`config.mk`:
```
export PLATFORM = sky130hd
export DESIGN_NAME = ptmr_array
export DESIGN_NICKNAME = d
export VERILOG_FILES = /design/src/rtl/ptmr_pkg.sv /design/src/rtl/ptmr_dp.sv /design/src/rtl/ptmr_ctrl.sv /design/src/rtl/ptmr_array.sv
export SDC_FILE = /design/constraint.sdc
export NUM_CORES = 1
export LEC_CHECK = 0
export BUFFER_PORTS_ARGS = -buffer_cell sky130_fd_sc_hd__buf_2
export CAP_MARGIN = 20
export CELL_PAD_IN_SITES_DETAIL_PLACEMENT = 0
export CELL_PAD_IN_SITES_GLOBAL_PLACEMENT = 2
export CORE_MARGIN = 4
export CORE_UTILIZATION = 35
export CTS_BUF_LIST = sky130_fd_sc_hd__clkbuf_2
export CTS_CLUSTER_DIAMETER = 150
export DETAILED_ROUTE_END_ITERATION = 12
export PLACE_DENSITY = 0.81
export SYNTH_ARGS = -nofsm -noshare
export SYNTH_HDL_FRONTEND = slang
export SYNTH_SLANG_ARGS = --single-unit
```
`constraint.sdc`:
```
create_clock -name clk -period 5.4 [get_ports clk]
set_input_delay 0.54 -clock clk [delete_from_list [all_inputs] [get_ports clk]]
set_output_delay 0.54 -clock clk [all_outputs]
set_load 0.01 [all_outputs]
```
`src/rtl/ptmr_pkg.sv`:
```
`timescale 1ns/1ps
package ptmr_pkg;
  localparam int WORD_W   = 32;
  localparam int TICK_BIT = 9;                  // count unit sits at bit 9
  localparam int CNT_W    = 63 - TICK_BIT;      // user-mode count units
  localparam int CMP_W    = 31 - TICK_BIT;      // counter-mode count units
  localparam int LO_U     = WORD_W - TICK_BIT;  // units held by the low word
  localparam int HI_U     = CNT_W - LO_U;       // units held by the high word

  localparam logic [2:0] WO_LIMIT      = 3'd0;
  localparam logic [2:0] WO_COUNT      = 3'd1;
  localparam logic [2:0] WO_LIMIT_KEEP = 3'd2;
  localparam logic [2:0] WO_STATUS     = 3'd3;
  localparam logic [2:0] WO_MODE       = 3'd4;

  typedef struct packed {
    logic limLoadRst;
    logic limLoadKeep;
    logic ackRead;
    logic hiLoad;
    logic loLoad;
    logic runSet;
    logic runClr;
    logic enterUser;
    logic leaveUser;
  } tmrStrobe_t;

  typedef struct packed {
    logic [WORD_W-1:0] limWord;
    logic [WORD_W-1:0] cntWord;
    logic [WORD_W-1:0] hiWord;
    logic [WORD_W-1:0] loWord;
    logic              running;
  } tmrView_t;
endpackage

```
`src/rtl/ptmr_dp.sv`:
```
`timescale 1ns/1ps
module ptmr_dp
  import ptmr_pkg::*;
(
  input  logic              clk,
  input  logic              rstN,
  input  logic              tick,
  input  logic              userMode,
  input  tmrStrobe_t        stb,
  input  logic [WORD_W-1:0] wrData,
  output tmrView_t          view,
  output logic              irq
);
  logic [CNT_W-1:0] cnt;
  logic [CMP_W-1:0] limU;
  logic             reached;
  logic             running;

  logic [CMP_W-1:0] cmpNext;
  logic             limHit;
  logic             cntMax;
  logic             reachNow;

  always_comb begin
    cmpNext  = cnt[CMP_W-1:0] + 1'b1;
    limHit   = (limU != '0) && (cmpNext == limU);
    cntMax   = &cnt;
    reachNow = !userMode && !stb.enterUser && !stb.leaveUser &&
               !stb.limLoadRst && !stb.limLoadKeep && tick && running && limHit;
  end

  always_ff @(posedge clk) begin
    if (!rstN) begin
      cnt     <= '0;
      limU    <= '0;
      reached <= 1'b0;
      running <= 1'b1;
      irq     <= 1'b0;
    end else if (stb.enterUser) begin
      irq     <= 1'b0;
      running <= 1'b0;
      cnt     <= '0;
      reached <= 1'b0;
      limU    <= '1;
    end else if (stb.leaveUser) begin
      running <= 1'b1;
      cnt     <= '0;
      reached <= 1'b0;
    end else if (userMode) begin
      if (stb.hiLoad) begin
        cnt[CNT_W-1:LO_U] <= wrData[HI_U-1:0];
        reached           <= 1'b0;
      end else if (stb.loLoad) begin
        cnt[LO_U-1:0] <= wrData[WORD_W-1:TICK_BIT];
        reached       <= 1'b0;
      end else if (tick && running) begin
        if (cntMax) begin
          cnt     <= '0;
          reached <= 1'b1;
        end else begin
          cnt <= cnt + 1'b1;
        end
      end
      if (stb.runSet) running <= 1'b1;
      if (stb.runClr) running <= 1'b0;
    end else begin
      if (stb.limLoadRst) begin
        limU <= wrData[WORD_W-2:TICK_BIT];
        cnt  <= '0;
        irq  <= 1'b0;
      end else if (stb.limLoadKeep) begin
        limU <= wrData[WORD_W-2:TICK_BIT];
      end else if (tick && running) begin
        if (limHit) cnt[CMP_W-1:0] <= '0;
        else        cnt[CMP_W-1:0] <= cmpNext;
      end
      if (reachNow) begin
        reached <= 1'b1;
        irq     <= 1'b1;
      end else if (stb.ackRead) begin
        reached <= 1'b0;
        irq     <= 1'b0;
      end
    end
  end

  always_comb begin
    view.limWord = {1'b0, limU, {TICK_BIT{1'b0}}};
    view.cntWord = {reached, cnt[CMP_W-1:0], {TICK_BIT{1'b0}}};
    view.hiWord  = {reached, cnt[CNT_W-1:LO_U]};
    view.loWord  = {cnt[LO_U-1:0], {TICK_BIT{1'b0}}};
    view.running = running;
  end
endmodule

```
`src/rtl/ptmr_ctrl.sv`:
```
`timescale 1ns/1ps
module ptmr_ctrl
  import ptmr_pkg::*;
#(
  parameter int NUM_CPU = 4,
  parameter int SEL_W   = 3
) (
  input  logic                           clk,
  input  logic                           rstN,
  input  logic                           wrEn,
  input  logic                           rdEn,
  input  logic [SEL_W-1:0]               winSel,
  input  logic [2:0]                     wordOff,
  input  logic [NUM_CPU-1:0]             modeData,
  input  tmrView_t   [NUM_CPU-1:0]       views,
  output tmrStrobe_t [NUM_CPU-1:0]       strobes,
  output logic [NUM_CPU-1:0]             modeBits,
  output logic [WORD_W-1:0]              rdData
);
  logic               sysHit;
  logic               modeWr;
  logic [NUM_CPU-1:0] hitVec;
  logic [WORD_W-1:0]  modeWord;
  logic [WORD_W-1:0]  rdNext;

  assign sysHit = (winSel == '0);
  assign modeWr = wrEn && sysHit && (wordOff == WO_MODE);

  for (genvar i = 0; i < NUM_CPU; i++) begin : g_dec
    logic wrHit;
    logic user;
    assign hitVec[i] = (winSel == SEL_W'(i + 1));
    assign wrHit     = wrEn && hitVec[i];
    assign user      = modeBits[i];
    always_comb begin
      strobes[i].limLoadRst  = wrHit && (wordOff == WO_LIMIT) && !user;
      strobes[i].limLoadKeep = wrHit && (wordOff == WO_LIMIT_KEEP) && !user;
      strobes[i].ackRead     = rdEn && hitVec[i] && (wordOff == WO_LIMIT) && !user;
      strobes[i].hiLoad      = wrHit && (wordOff == WO_LIMIT) && user;
      strobes[i].loLoad      = wrHit && (wordOff == WO_COUNT) && user;
      strobes[i].runSet      = wrHit && (wordOff == WO_STATUS) && user && modeData[0];
      strobes[i].runClr      = wrHit && (wordOff == WO_STATUS) && user && !modeData[0];
      strobes[i].enterUser   = modeWr && modeData[i] && !modeBits[i];
      strobes[i].leaveUser   = modeWr && !modeData[i] && modeBits[i];
    end
  end

  always_ff @(posedge clk) begin
    if (!rstN)       modeBits <= '0;
    else if (modeWr) modeBits <= modeData;
  end

  always_comb begin
    modeWord = '0;
    modeWord[NUM_CPU-1:0] = modeBits;
  end

  always_comb begin
    rdNext = '0;
    if (sysHit && (wordOff == WO_MODE)) rdNext = modeWord;
    for (int i = 0; i < NUM_CPU; i++) begin
      if (hitVec[i]) begin
        case (wordOff)
          WO_LIMIT:  rdNext = modeBits[i] ? views[i].hiWord : views[i].limWord;
          WO_COUNT:  rdNext = modeBits[i] ? views[i].loWord : views[i].cntWord;
          WO_STATUS: rdNext = {{(WORD_W-1){1'b0}}, views[i].running};
          default:   rdNext = '0;
        endcase
      end
    end
  end

  always_ff @(posedge clk) begin
    if (!rstN)     rdData <= '0;
    else if (rdEn) rdData <= rdNext;
    else           rdData <= '0;
  end
endmodule

```
`src/rtl/ptmr_array.sv`:
```
`timescale 1ns/1ps
module ptmr_array
  import ptmr_pkg::*;
#(
  parameter int NUM_CPU = 4,
  localparam int SEL_W  = $clog2(NUM_CPU + 1)
) (
  input  logic               clk,
  input  logic               rstN,
  input  logic               tick,
  input  logic               wrEn,
  input  logic               rdEn,
  input  logic [SEL_W-1:0]   winSel,
  input  logic [2:0]         wordOff,
  input  logic [WORD_W-1:0]  wrData,
  output logic [WORD_W-1:0]  rdData,
  output logic [NUM_CPU-1:0] irq
);
  tmrStrobe_t [NUM_CPU-1:0] strobes;
  tmrView_t   [NUM_CPU-1:0] views;
  logic [NUM_CPU-1:0]       modeBits;
  logic [NUM_CPU-1:0]       runVec;

  ptmr_ctrl #(.NUM_CPU(NUM_CPU), .SEL_W(SEL_W)) u_ctrl (
    .clk      (clk),
    .rstN     (rstN),
    .wrEn     (wrEn),
    .rdEn     (rdEn),
    .winSel   (winSel),
    .wordOff  (wordOff),
    .modeData (wrData[NUM_CPU-1:0]),
    .views    (views),
    .strobes  (strobes),
    .modeBits (modeBits),
    .rdData   (rdData)
  );

  for (genvar i = 0; i < NUM_CPU; i++) begin : g_tmr
    ptmr_dp u_dp (
      .clk      (clk),
      .rstN     (rstN),
      .tick     (tick),
      .userMode (modeBits[i]),
      .stb      (strobes[i]),
      .wrData   (wrData),
      .view     (views[i]),
      .irq      (irq[i])
    );
    assign runVec[i] = views[i].running;
  end
endmodule

```
==> metrics, run 1 <==
syn nets=roughly 3800; Synth area leaders=dfxtp_1 26%, nand2_1 5.3%, a21oi_1 5.2%; Yosys Warn Count=0; # clock sinks=352; fin crit period=~4.4 ns; Final Hold Viols=0; Max IR drop VDD=approximately 0.15 mV; # setup viols final=0; Tcrit/Tclk final=between 80% and 90%; Seq/Total Area, Yosys=25.9%; Worst path slowest cell=nor4b_1; fin cells=4776; largest net degree at the start of global routing=73; Yosys cell types=94; worst hold stages=5; PostCTS Resize Cnt=0; die width=287 um; post-DP HPWL=roughly 92000 um; hold_sp=wordOff[1]; Tot GR Track Use=a little over 30%; share of post-route cells with drive strength above 1=14.5%; Fill cells=a little over 8000; Root Driver=clkbuf_2; Most common cell on crit path=nand3_1; Hold Path Class=in -> reg; CP Launch Type=flop; Congestion Overflow GR=0; Worst Reg-to-Reg Cells=10; Core Rows=slightly above 100; top_reg_cell synth=dfxtp_1; Worst path max stage delay=just under 0.8 ns; wire length per cell=about 28 um; Final TNS setup=0 ns; Post-synth EDFFs=0; Post-Syn Instances=approximately 3700; PwrDens=between 150 and 200 mW/mm2; layout net count=between 3000 and 4000; Max-slew headroom=between 20% and 30%; CTS tree=built; most frequent cell after synthesis=nand2_1; initial antenna violation count=16; Num CTS Buffers=~110; register bit total from synthesis=roughly 350; die area=roughly 0.082 mm2; Max-Cap Viols=0; Clock Latency Late Sink=between 1 and 1.5 ns; Slew @ Worst Pin=1.16 ns; status=complete, no violations; Area growth syn-to-layout=8.70%; R2R Path Start=g_tmr[0].u_dp.cnt[0]$_SDFFE_PP0P_; antenna-violating nets left=0; Clk pin slew, worst setup/hold paths=roughly 0.11 ns; # placed instances=about 4500; CTS H-tree depth=3; synthesized area=about 0.027 mm2; Via density=between 6 and 7; routability cong.=between 0.9 and 1; Port Buffers=78; Buf/Inv on CP=1; Total Power=between 5000 and 6000 uW; largest area contributor in the netlist=dfxtp_1; CP cell instances=ha_1 > nand3_1 > or3_1 > nor3_1 > o211ai_1 > nor4b_1 > nand3_1 > buf_4 > a21oi_1 > a311oi_1; final setup skew=0.0759 ns; vias in the first global route=around 28000; Post-synth top cells=387 x nand2_1, 352 x dfxtp_1, 303 x clkbuf_1; CP max FO=25; Initial Utilization=35.3%; average cell area after synthesis=roughly 7.3 um2; Clock Path Buffers=3; RSZ-0062 raised after global routing=false; die height=~290 um; wire length of the first global-routing pass=196000 um; post-synthesis async set-or-reset flop share=0%; f_max=about 230 MHz; CP startpoint=g_tmr[0].u_dp.cnt[0]$_SDFFE_PP0P_; post-synth top area share=around a quarter; first-iteration detailed-routing DRC count=just under 4000; Worst Path Arrival=approximately 5.5 ns; DR vias=a little over 30000; Slew Viols, Final=0; CP endpoint kind=flop; drt total wl=134000 um; first drt pass iteration count=8; Ports=79; DR DRC count=0; core outline area=0.0772 mm2; CP required=6.44 ns; worst setup path class=reg -> reg; Worst path depth=10; Crit path max-delay family=simple AND/OR/NAND/NOR gates; Leak=just under 0.01 uW
==> final cells by class <==
type,count,area [um2],area share (%)
well taps,1040,1300,4.40
clock inverters,36,171,0.579
flip-flops and latches,352,7050,23.8
repair buffers,217,1580,5.33
inverters,54,203,0.685
diodes,7,17.5,0.0592
clock buffers,151,756,2.55
multi-input cells,2919,18500,62.6
==> layout by cell type, fill, tap and decap left out, drive strengths merged, types with 58 or more instances in the layout <==
master	n
o31ai	63
nor3	104
nand2	387
xor2	60
a21oi	285
o21ai	230
a31oi	84
buf	173
nor4	119
a22oi	66
mux2i	58
nand3	160
dfxtp	352
o221a	94
nor2	298
and3	76
nand4	104
xnor2	106
clkbuf	152
==> cell families (layout without fill, tap and decap cells) <==
kind of cell             after synthesis  count (layout)  synth area share, %
AND/OR/NAND/NOR                     1462            1462                 27.4
AO/OA/AOI/OAI                       1163            1163                 29.3
buffers and inverters                439             458                 6.56
flip-flops                           352             352                 25.9
XOR/XNOR                             174             174                 6.02
multiplexers                         100             100                 3.87
adder cells (fa/ha/maj)               20              20                0.919
other                                  0               7                    0
==> path summary, 6_finish.rpt <==
| kind | endpoint | slack [ns] |
|---|---|---|
| max | g_tmr[0].u_dp.cnt[9]$_SDFFE_PP0P_ | 0.97 |
| min | u_ctrl.rdData[9]$_SDFF_PN0_ | 0.15 |
| max reg2reg | g_tmr[0].u_dp.cnt[9]$_SDFFE_PP0P_ | 0.97 |
| min reg2reg | g_tmr[0].u_dp.cnt[53]$_SDFFE_PP0P_ | 0.50 |
==> per-stage QoR <==
stage                     setup slack, ns  hold slack [ns]  area, um2  utilization [%]
after global routing                0.621           0.0988      29600             38.3
final                               0.971            0.147      29600             38.3
after detailed placement             1.04            0.489      28200             36.5
after global placement               1.11            0.480      28200             36.5
after CTS                            1.01          0.00905      29500             38.3
after floorplan                      1.66            0.451      27200                -
==> registers in the layout, indices dropped and copies added (netlist names) <==
signal              cells
g_tmr.u_dp.irq          4
g_tmr.u_dp.cnt        216
g_tmr.u_dp.running      4
u_ctrl.rdData          32
g_tmr.u_dp.limU        88
u_ctrl.modeBits         4
g_tmr.u_dp.reached      4
==> power by group <==
part	internal (uW)	total [uW]	switching [uW]
clock	802	2170	1370
sequential	2620	2670	53.2
combinational	191	661	470
total	3610	5510	1890
==> tightest hold or removal path, cell delays in order <==
cell	delay, ns
buf_2	0.17
nor3b_2	0.09
buf_4	0.23
a21oi_1	0.14
nor4_1	0.10
==> per-layer routing <==
metal / vias up / track usage [%] / wire length [um]
met1: 14975 / 43.2 / 56300
li1: 13946 / - / -
met5: - / 0 / 43
met3: 342 / 7.08 / 14400
met2: 1887 / 46.1 / 56700
met4: 6 / 14.0 / 6470
==> repair_timing <==
action | CTS | global route
hold endpoints to repair | 186 | 0
hold buffers | 43 | 0
buffers inserted | 0 | 0
No activity file was read; power rests on OpenSTA's default activity.
==> run 2, diff against run 1 <==
- clock period: 5.4 -> 4.3 ns (I/O delays scaled with it)
==> metrics, run 2 (synthesis results as in run 1) <==
die height=287 um (unchanged); CP required=5.36 ns (-1.08 ns); first-iteration detailed-routing DRC count=3907 (-1.6%); die area=0.0823 mm2 (unchanged); wire length per cell=27.7 um (-1.1%); biggest regs=g_tmr.u_dp.cnt x216, g_tmr.u_dp.limU x88, u_ctrl.rdData x32; Post-CTS Setup Inserts=0 (unchanged); CTS H-tree depth=3 (unchanged); Port Buffers=78 (unchanged); first drt pass iteration count=6 (-2); routability cong.=0.955 (+1.3%); DP Area=0.0288 mm2 (+2.2%); status=complete, no violations; most flop-heavy register=g_tmr.u_dp.cnt; Clock Latency Late Sink=1.22 ns (about the same); vias in the first global route=28426 (+0.73%); area of the multi-input gates=0.0185 mm2 (about the same); layout net count=3798 (+2.3%); DR DRC count=0 (unchanged); Leak=0.0101 uW (+4.4%); Final Hold Viols=0 (unchanged); Tcrit/Tclk final=91.6% (+9.6 points); Clk pin slew, worst setup/hold paths=0.10 ns (about the same); Slew Viols, Final=0 (unchanged); Hold Path Class=in -> reg; CTS tree=built; DR vias=31233 (+0.25%); Worst Path Arrival=5.00 ns (-0.47 ns); share of post-route cells with drive strength above 1=16.1% (+1.6 points); Congestion Overflow GR=0 (unchanged); fin crit period=3.94 ns (-0.489 ns); CP max FO=15 (-40%); Root Driver=clkbuf_2; Worst path max stage delay=0.55 ns (-0.23 ns); R2R setup slack=0.36 ns (-0.61 ns); die width=287 um (unchanged); CP cell instances=ha_1 > nand3_1 > or3_1 > buf_4 > or4_1 > a21oi_1 > nor4_1 > nand3_1 > buf_4 > nor2_1 > o31a_1 > dlygate4sd3_1; Clock Path Buffers=3 (unchanged); largest net degree at the start of global routing=56 (-23%); max FFs per register=216 (unchanged); R2R Path Start=g_tmr[0].u_dp.cnt[0]$_SDFFE_PP0P_; Worst path slowest cell=dlygate4sd3_1; PwrDens=229 mW/mm2 (+23%); f_max=254 MHz (+12%); Final TNS setup=0 ns (unchanged); # setup viols final=0 (unchanged); Tot GR Track Use=31.5% (+0.31 points); initial antenna violation count=9 (-7); core outline area=0.0772 mm2 (unchanged); reg2reg end=g_tmr[0].u_dp.reached$_SDFFE_PP0P_; Worst Reg-to-Reg Cells=12 (+2); Ports=79 (unchanged); antenna-violating nets left=0 (unchanged); commonest non-fill, non-tap cell in the layout=nand2_1; Max-Cap Viols=0 (unchanged); worst hold stages=4 (-1); worst setup path class=reg -> reg; Fill cells=8254 (+0.56%); post-route cell area=0.0302 mm2 (+2.2%); CP endpoint kind=flop; wire length of the first global-routing pass=198000 um (+0.89%); post-DP HPWL=94200 um (+2.7%); final setup skew=0.0952 ns (+0.0193 ns); drt total wl=135000 um (+0.58%); # clock sinks=352 (unchanged); RSZ-0062 raised after global routing=false; Area growth syn-to-layout=11.1%; Max-slew headroom=30.1% (+9.4 points); Max IR drop VDD=0.133 mV (-12%); Reg area=0.00705 mm2 (unchanged); Core Rows=102 (unchanged); Initial Utilization=35.3% (unchanged); Num CTS Buffers=107 (+0.94%); hold_sp=wrData[3]; Via density=6.43 (-1.4%); commonest cells after routing, fill and taps aside=387 x nand2_1, 348 x dfxtp_1, 296 x nor2_1; CP Launch Type=flop; Slew @ Worst Pin=1.05 ns (-0.111 ns); Endpoint, Worst Hold=u_ctrl.modeBits[3]$_SDFFE_PN0N_
run 2: how the worst max path moves through the flow:
| stage | from | end | slack, ns | depth (start not counted) |
|---|---|---|---|---|
| final | g_tmr[0].u_dp.cnt[0]$_SDFFE_PP0P_ | g_tmr[0].u_dp.reached$_SDFFE_PP0P_ | 0.36 | 12 |
| after global placement | g_tmr[1].u_dp.cnt[0]$_SDFFE_PP0P_ | g_tmr[1].u_dp.irq$_SDFFE_PP0P_ | 0.62 | 9 |
| after floorplan | wordOff[1] | g_tmr[2].u_dp.cnt[51]$_SDFFE_PP0P_ | 0.67 | 14 |
| after CTS | g_tmr[0].u_dp.cnt[0]$_SDFFE_PP0P_ | g_tmr[0].u_dp.reached$_SDFFE_PP0P_ | 0.20 | 11 |
| after global routing | g_tmr[0].u_dp.cnt[0]$_SDFFE_PP0P_ | g_tmr[0].u_dp.reached$_SDFFE_PP0P_ | 0.14 | 12 |
| after detailed placement | g_tmr[1].u_dp.cnt[0]$_SDFFE_PP0P_ | g_tmr[1].u_dp.irq$_SDFFE_PP0P_ | 0.51 | 9 |
run 2: final cells by class:
cell class / instances / area share (%)
Sequential cell: 352 / 23.3
Timing Repair Buffer: 301 / 7.37
Antenna cell: 2 / 0.0166
Inverter: 54 / 0.670
Tap cell: 1040 / 4.30
Clock buffer: 147 / 2.43
Multi-Input combinational cell: 2919 / 61.3
Clock inverter: 42 / 0.633
run 2: worst max-delay path, delay by kind of cell, from the launching register on:
family	cells	cell delay (ns)
buf+inv	3	1.04
fa+ha+maj	1	0.30
simple gates	6	1.50
flops	1	0.52
compound gates	2	0.48
run 2: stage by stage:
| step | total power [uW] | instances | hold slack [ns] | setup slack [ns] | util [%] |
|---|---|---|---|---|---|
| detailed placement | 4240 | 4617 | 0.494 | 0.510 | 37.3 |
| global placement | 4240 | 4617 | 0.483 | 0.621 | 37.3 |
| finish | 6910 | 4857 | 0.255 | 0.360 | 39.2 |
| global route | 7180 | 4856 | 0.254 | 0.138 | 39.2 |
| floorplan | 3850 | 3710 | 0.451 | 0.665 | - |
| CTS | 6940 | 4855 | 0.142 | 0.196 | 39.1 |
run 2: repair_timing:
action                                  CTS  global route
resized for setup                         0             1
endpoints found under the setup margin    0             1
hold buffers                             49             0
hold endpoints to repair                317             0
run 2: metal layers:
metal	global-route usage [%]	wire, um	vias to the layer above
li1	-	-	14126
met1	43.3	57000	14994
met2	47.0	57300	1762
met3	7.17	13800	347
met4	14.1	6530	4
met5	0	27	-
run 2: report_power, final:
group	total, uW	internal, uW	switching (uW)	leakage (uW)
clock network	2690	991	1700	0.000703
registers	3350	3290	62.2	0.00284
logic	865	261	604	0.00659
total	6910	4540	2370	0.0101
